==> src/rtl/chanBufferPkg.sv <==
package chanBufferPkg;
  localparam int BUF_DEPTH = 4;
  localparam int PTR_W = $clog2(BUF_DEPTH);
  localparam int CNT_W = $clog2(BUF_DEPTH + 1);

  typedef struct packed {
    logic             wrPush;
    logic [PTR_W-1:0] wrPushIdx;
    logic [PTR_W-1:0] wrHeadIdx;
    logic             wrHiSel;
    logic             rdLowLatch;
    logic             rdPush;
    logic [PTR_W-1:0] rdPushIdx;
    logic [PTR_W-1:0] rdHeadIdx;
  } bufStrobeT;
endpackage

==> src/rtl/chanBufferCtrl.sv <==
module chanBufferCtrl
  import chanBufferPkg::*;
#(
  parameter int SEC_W = 8
) (
  input  logic             clk,
  input  logic             rstN,
  input  logic             hostWrValid,
  output logic             hostWrReady,
  input  logic             hostRdPop,
  output logic             hostRdAvail,
  input  logic             readStart,
  input  logic [SEC_W-1:0] sectorLen,
  input  logic             regReq,
  output logic             regReady,
  output logic             drvWrValid,
  input  logic             drvWrTake,
  output logic             drvRdWant,
  input  logic             drvRdPut,
  output logic [CNT_W-1:0] wrCount,
  output logic [CNT_W-1:0] rdCount,
  output bufStrobeT        strobe
);
  localparam logic [CNT_W-1:0] FULL_CNT = CNT_W'(BUF_DEPTH);

  logic [PTR_W-1:0] wrWp, wrRp, rdWp, rdRp;
  logic [CNT_W-1:0] wrCnt, rdCnt;
  logic             wrHalf, rdHalf;
  logic [SEC_W-1:0] pfLeft;

  logic wrPushOk, wrTakeOk, wrPopOk;
  logic flush, rdClear, rdPutOk, rdPushOk, rdPopOk;

  assign hostWrReady = (wrCnt != FULL_CNT);
  assign drvWrValid  = (wrCnt != '0);
  assign hostRdAvail = (rdCnt != '0);
  assign drvRdWant   = (pfLeft != '0) && (rdCnt != FULL_CNT);
  assign regReady    = regReq && (wrCnt == '0);
  assign wrCount     = wrCnt;
  assign rdCount     = rdCnt;

  assign wrPushOk = hostWrValid && hostWrReady;
  assign wrTakeOk = drvWrTake && drvWrValid;
  assign wrPopOk  = wrTakeOk && wrHalf;

  assign flush    = regReady;
  assign rdClear  = flush || readStart;
  assign rdPutOk  = drvRdPut && drvRdWant && !rdClear;
  assign rdPushOk = rdPutOk && rdHalf;
  assign rdPopOk  = hostRdPop && hostRdAvail && !rdClear;

  always_comb begin
    strobe            = '0;
    strobe.wrPush     = wrPushOk;
    strobe.wrPushIdx  = wrWp;
    strobe.wrHeadIdx  = wrRp;
    strobe.wrHiSel    = wrHalf;
    strobe.rdLowLatch = rdPutOk && !rdHalf;
    strobe.rdPush     = rdPushOk;
    strobe.rdPushIdx  = rdWp;
    strobe.rdHeadIdx  = rdRp;
  end

  // write side pointers and count
  always_ff @(posedge clk) begin
    if (!rstN) begin
      wrWp   <= '0;
      wrRp   <= '0;
      wrCnt  <= '0;
      wrHalf <= 1'b0;
    end else begin
      if (wrPushOk) wrWp <= wrWp + 1'b1;
      if (wrTakeOk) wrHalf <= !wrHalf;
      if (wrPopOk)  wrRp <= wrRp + 1'b1;
      wrCnt <= wrCnt + CNT_W'(wrPushOk) - CNT_W'(wrPopOk);
    end
  end

  // read side pointers, count and prefetch counter
  always_ff @(posedge clk) begin
    if (!rstN) begin
      rdWp   <= '0;
      rdRp   <= '0;
      rdCnt  <= '0;
      rdHalf <= 1'b0;
      pfLeft <= '0;
    end else if (rdClear) begin
      rdWp   <= '0;
      rdRp   <= '0;
      rdCnt  <= '0;
      rdHalf <= 1'b0;
      pfLeft <= flush ? '0 : sectorLen;
    end else begin
      if (rdPutOk)  rdHalf <= !rdHalf;
      if (rdPushOk) begin
        rdWp   <= rdWp + 1'b1;
        pfLeft <= pfLeft - 1'b1;
      end
      if (rdPopOk) rdRp <= rdRp + 1'b1;
      rdCnt <= rdCnt + CNT_W'(rdPushOk) - CNT_W'(rdPopOk);
    end
  end
endmodule

==> src/rtl/chanBufferData.sv <==
module chanBufferData
  import chanBufferPkg::*;
#(
  parameter int HOST_W = 32
) (
  input  logic                clk,
  input  logic                rstN,
  input  bufStrobeT           strobe,
  input  logic [HOST_W-1:0]   hostWrData,
  output logic [HOST_W-1:0]   hostRdData,
  output logic [HOST_W/2-1:0] drvWrData,
  input  logic [HOST_W/2-1:0] drvRdData
);
  localparam int DRV_W = HOST_W / 2;

  logic [HOST_W-1:0] wrMem [BUF_DEPTH];
  logic [HOST_W-1:0] rdMem [BUF_DEPTH];
  logic [DRV_W-1:0]  rdLow;
  logic [HOST_W-1:0] wrHead;

  genvar gi;
  generate
    for (gi = 0; gi < BUF_DEPTH; gi++) begin : g_slot
      always_ff @(posedge clk) begin
        if (strobe.wrPush && strobe.wrPushIdx == PTR_W'(gi))
          wrMem[gi] <= hostWrData;
        if (strobe.rdPush && strobe.rdPushIdx == PTR_W'(gi))
          rdMem[gi] <= {drvRdData, rdLow};
      end
    end
  endgenerate

  always_ff @(posedge clk) begin
    if (!rstN)                  rdLow <= '0;
    else if (strobe.rdLowLatch) rdLow <= drvRdData;
  end

  assign wrHead     = wrMem[strobe.wrHeadIdx];
  assign drvWrData  = strobe.wrHiSel ? wrHead[HOST_W-1:DRV_W] : wrHead[DRV_W-1:0];
  assign hostRdData = rdMem[strobe.rdHeadIdx];
endmodule

==> src/rtl/chanBuffer.sv <==
module chanBuffer
  import chanBufferPkg::*;
#(
  parameter int HOST_W = 32,
  parameter int SEC_W  = 8
) (
  input  logic                clk,
  input  logic                rstN,
  input  logic                hostWrValid,
  input  logic [HOST_W-1:0]   hostWrData,
  output logic                hostWrReady,
  input  logic                hostRdPop,
  output logic [HOST_W-1:0]   hostRdData,
  output logic                hostRdAvail,
  input  logic                readStart,
  input  logic [SEC_W-1:0]    sectorLen,
  input  logic                regReq,
  output logic                regReady,
  output logic                drvWrValid,
  output logic [HOST_W/2-1:0] drvWrData,
  input  logic                drvWrTake,
  output logic                drvRdWant,
  input  logic [HOST_W/2-1:0] drvRdData,
  input  logic                drvRdPut,
  output logic [CNT_W-1:0]    wrCount,
  output logic [CNT_W-1:0]    rdCount
);
  bufStrobeT strobe;

  chanBufferCtrl #(.SEC_W(SEC_W)) i_ctrl (
    .clk(clk), .rstN(rstN),
    .hostWrValid(hostWrValid), .hostWrReady(hostWrReady),
    .hostRdPop(hostRdPop), .hostRdAvail(hostRdAvail),
    .readStart(readStart), .sectorLen(sectorLen),
    .regReq(regReq), .regReady(regReady),
    .drvWrValid(drvWrValid), .drvWrTake(drvWrTake),
    .drvRdWant(drvRdWant), .drvRdPut(drvRdPut),
    .wrCount(wrCount), .rdCount(rdCount),
    .strobe(strobe)
  );

  chanBufferData #(.HOST_W(HOST_W)) i_data (
    .clk(clk), .rstN(rstN), .strobe(strobe),
    .hostWrData(hostWrData), .hostRdData(hostRdData),
    .drvWrData(drvWrData), .drvRdData(drvRdData)
  );
endmodule

==> config.mk <==
export PLATFORM = sky130hd
export DESIGN_NAME = chanBuffer
export DESIGN_NICKNAME = d
export VERILOG_FILES = /design/src/rtl/chanBufferPkg.sv /design/src/rtl/chanBufferCtrl.sv /design/src/rtl/chanBufferData.sv /design/src/rtl/chanBuffer.sv
export SDC_FILE = /design/constraint.sdc
export NUM_CORES = 1
export LEC_CHECK = 0
export BUFFER_PORTS_ARGS = -buffer_cell sky130_fd_sc_hd__buf_2
export CAP_MARGIN = 20
export CORE_UTILIZATION = 36
export CTS_CLUSTER_DIAMETER = 200
export DETAILED_ROUTE_END_ITERATION = 10
export SLEW_MARGIN = 30
export SYNTH_ARGS = -nofsm -noshare
export SYNTH_HDL_FRONTEND = slang
export SYNTH_SLANG_ARGS = --single-unit
==> constraint.sdc <==
create_clock -name clk -period 6.5 [get_ports clk]
set_input_delay 0.65 -clock clk [delete_from_list [all_inputs] [get_ports clk]]
set_output_delay 0.65 -clock clk [all_outputs]
set_load 0.01 [all_outputs]
==> impl_metrics.csv <==
group,metric,value,unit
timing,fmax,307,MHz
timing,rsz0062_at_grt,"no",
drt,detail-route-antenna-nets,0,
synthesis,yosys-top-cells-area,"edfxtp_1 66%, mux4_2 12%, dfxtp_1 7.6%",
setup_path,r2r_setup_slack,3.96,ns
timing,whs,0.324,ns
floorplanning,rows,65,
drt,num_vias,5712,
cts,cts_tree,"built",
setup_path,startpoint_type,"flip-flop",
floorplanning,core,31600,um2
setup_path,setup.worst_path.end_class,"primary output",
drt,wl_per_cell,18.2,um
setup_path,regToRegStartpoint,"i_ctrl.pfLeft[0]",
synthesis,synth_nets,679,
placed_design,placed_area,12700,um2
placed_design,hpwl,12600,um
cts,clockBufferDepth,3,
cts,htreeDepth,1,
floorplanning,chipWidth,181,um
synthesis,yosysTopAreaCell,"edfxtp_1",
synthesis,yosysSeqAreaShare,73.9,%
synthesis,yosys_warnings,0,
run,maxCapViolCount,0,
global_route,grt_use_total,13.1,%
cts,cts_root_buf,"clkbuf_16",
drt,drc,0,
cts,path_clk_slew,0.06,ns
finish,design_area,13600,um2
drt,vias_per_cell,4.89,
cts,clock_latency,0.54,ns
drt,drt_pass1_iterations,4,
timing,timing.setup.tns,0,ns
timing,clock_skew,0.0138,ns
placed_design,placed_cells,1110,
timing,slew_viol_final,0,
floorplanning,start_util,36.6,%
finish,drive_above_1_share,34.5,%
pwr,p_sw_share,23.5,%
drt,drt_iter0_markers,302,
setup_path,r2r_cells,6,
pwr,p_int,3.43,mW
setup_path,arrival,2.60,ns
pwr,power_leakage,4.56,nW
timing,period_share,50.0,%
global_route,grt_max_degree,47,
timing,setup_viol,0,
cts,cts_made_buffers,31,
timing,tightest_slew,0.920,ns
synthesis,synth_common_cells,"256 x edfxtp_1, 64 x mux4_2, 44 x dfxtp_1",
setup_path,crit_type,"reg -> out",
setup_path,reg2reg_to,"i_data.rdMem[0][12]",
floorplanning,dieArea,32900,um2
synthesis,async_reset_ff_share,0,%
cts,cts.sinks,300,
hold_path,min_delay_path_depth,1,
finish,syn_to_final_growth,17.7,%
cts,cts-resized-gates,0,
pwr,irDropWorstVdd,0.224,mV
placed_design,io_buffers,122,
floorplanning,fp.dieH,181,um
synthesis,synth_top_area_share,66.3,%
synthesis,postSynthAreaPerCell,19.3,um2
timing,slew_headroom,38.7,%
drt,wl,21300,um
timing,min_period,3.25,ns
placed_design,gp_congestion,0.758,
hold_path,holdCritPathClass,"in -> reg",
synthesis,syn_area,11600,um2
cts,cts_hold_buffers,0,
global_route,grt_overflow,0,
pwr,p_per_area,329,nW/um2
synthesis,ys_ff_latch,300,
pwr,p_seq_share,51.4,%
global_route,grt_pass1_vias,5948,
timing,hold_viol,0,
pwr,power_frac_comb,12.0,%
hold_path,min-delay-start,"hostWrData[20]",
global_route,grt_first_pass_wirelength,33500,um
setup_path,worstPathRequired,5.85,ns
setup_path,cp_max_fo,21,
synthesis,synth_cells,600,
hold_path,min_to,"i_data.wrMem[2][20]",
pwr,power_frac_clock,36.6,%
floorplanning,io_pins,123,
global_route,grt_antenna_before_repair,2,
synthesis,synth-edff-count,256,
finish,nets,820,
finish,finalNonFillerCells,1168,
synthesis,synth_most_common_cell,"edfxtp_1",
outcome,status,"finished, final reports clean",
cts,cts_setup_buffers,0,
pwr,power.switching,1.05,mW
synthesis,synth.distinct_cells,45,
pwr,p_total,4.48,mW
synthesis,ys.flop_type,"edfxtp_1",
[critical path, stage by stage, from the launching register on]
cell,delay [ns]
dfxtp_2,0.58
buf_4,0.47
mux4_2,0.57
mux2_2,0.29
buf_2,0.14
[through the flow]
stage,utilization (%),setup WS (ns)
floorplan,-,3.92
global placement,40.1,3.75
detailed placement,40.1,3.74
CTS,43.1,3.14
global route,43.1,3.03
finish,43.1,3.25
[worst max-delay path by stage]
stage / startpoint / end / slack, ns / cells past startpoint
2_1_floorplan: i_ctrl.pfLeft[0] / i_data.rdMem[0][0] / 3.92 / 6
3_3_place_gp: flip-flop / drvWrData[13] / 3.75 / 4
3_5_place_dp: flip-flop / drvWrData[13] / 3.74 / 4
4_1_cts: flip-flop / drvWrData[13] / 3.14 / 4
5_1_grt: flip-flop / drvWrData[13] / 3.03 / 4
6_report: flip-flop / drvWrData[9] / 3.25 / 4
[layer usage]
metal	track usage, %	share of wire, %
met1	16.4	44
met2	23.0	49
met3	2.93	4.9
met4	3.19	2.0
met5	0	0.056
[power groups by stage]
stage,Clock (mW),Combinational (mW),Sequential [mW]
2_1_floorplan,0,0.384,2.31
3_3_place_gp,0,0.540,2.35
3_5_place_dp,0,0.544,2.35
4_1_cts,1.68,0.546,2.31
5_1_grt,1.76,0.596,2.32
6_report,1.64,0.536,2.30
[cell usage in the layout, fill, tap and decap left out, types with 4 or more instances in the layout]
cell and instances:
o31ai_1 4, clkbuf_16 31, xor2_1 4, nor2_1 13, clkinv_2 4, o21ai_0 6
edfxtp_1 256, mux4_2 64, mux2_2 16, buf_2 122, dfxtp_1 41, ha_1 13
clkinv_1 8, nor3_1 5, nand2_1 36, buf_4 14, xnor2_1 8, and3_1 5
clkbuf_1 8, inv_1 17, or3_1 4, and2_1 12, mux2i_1 17, a21oi_1 9
nor4_1 4
[logic make-up (layout without fill, tap and decap cells)]
family	after synthesis	count (layout)	synth area share (%)
compound gates	31	31	1.73
xor+xnor	12	12	0.907
fa+ha+maj	15	15	1.75
buf+inv	45	210	1.60
flops	300	300	73.9
mux	97	97	15.5
other cells	0	1	0
simple gates	100	100	4.65
[registers in the layout, summed over array words and instances, names as in the netlist, named ones only]
signal and cells:
i_ctrl.rdRp 2, i_data.rdMem 128, i_ctrl.wrWp 2, i_ctrl.wrRp 2, i_ctrl.rdHalf 1, i_ctrl.rdWp 2
i_data.rdLow 16, i_ctrl.pfLeft 8, i_data.wrMem 128, i_ctrl.wrHalf 1, i_ctrl.rdCount 3, i_ctrl.wrCount 3
[cell type report]
type,instances,area (um2)
flip-flops and latches,300,8570
multi-input cells,255,2840
clock inverters,18,139
clock buffers,39,806
diodes,1,2.50
well taps,402,503
repair buffers,136,716
inverters,17,63.8
fillers,2815,18000
Note: power is estimated with default switching activity, not from simulation.
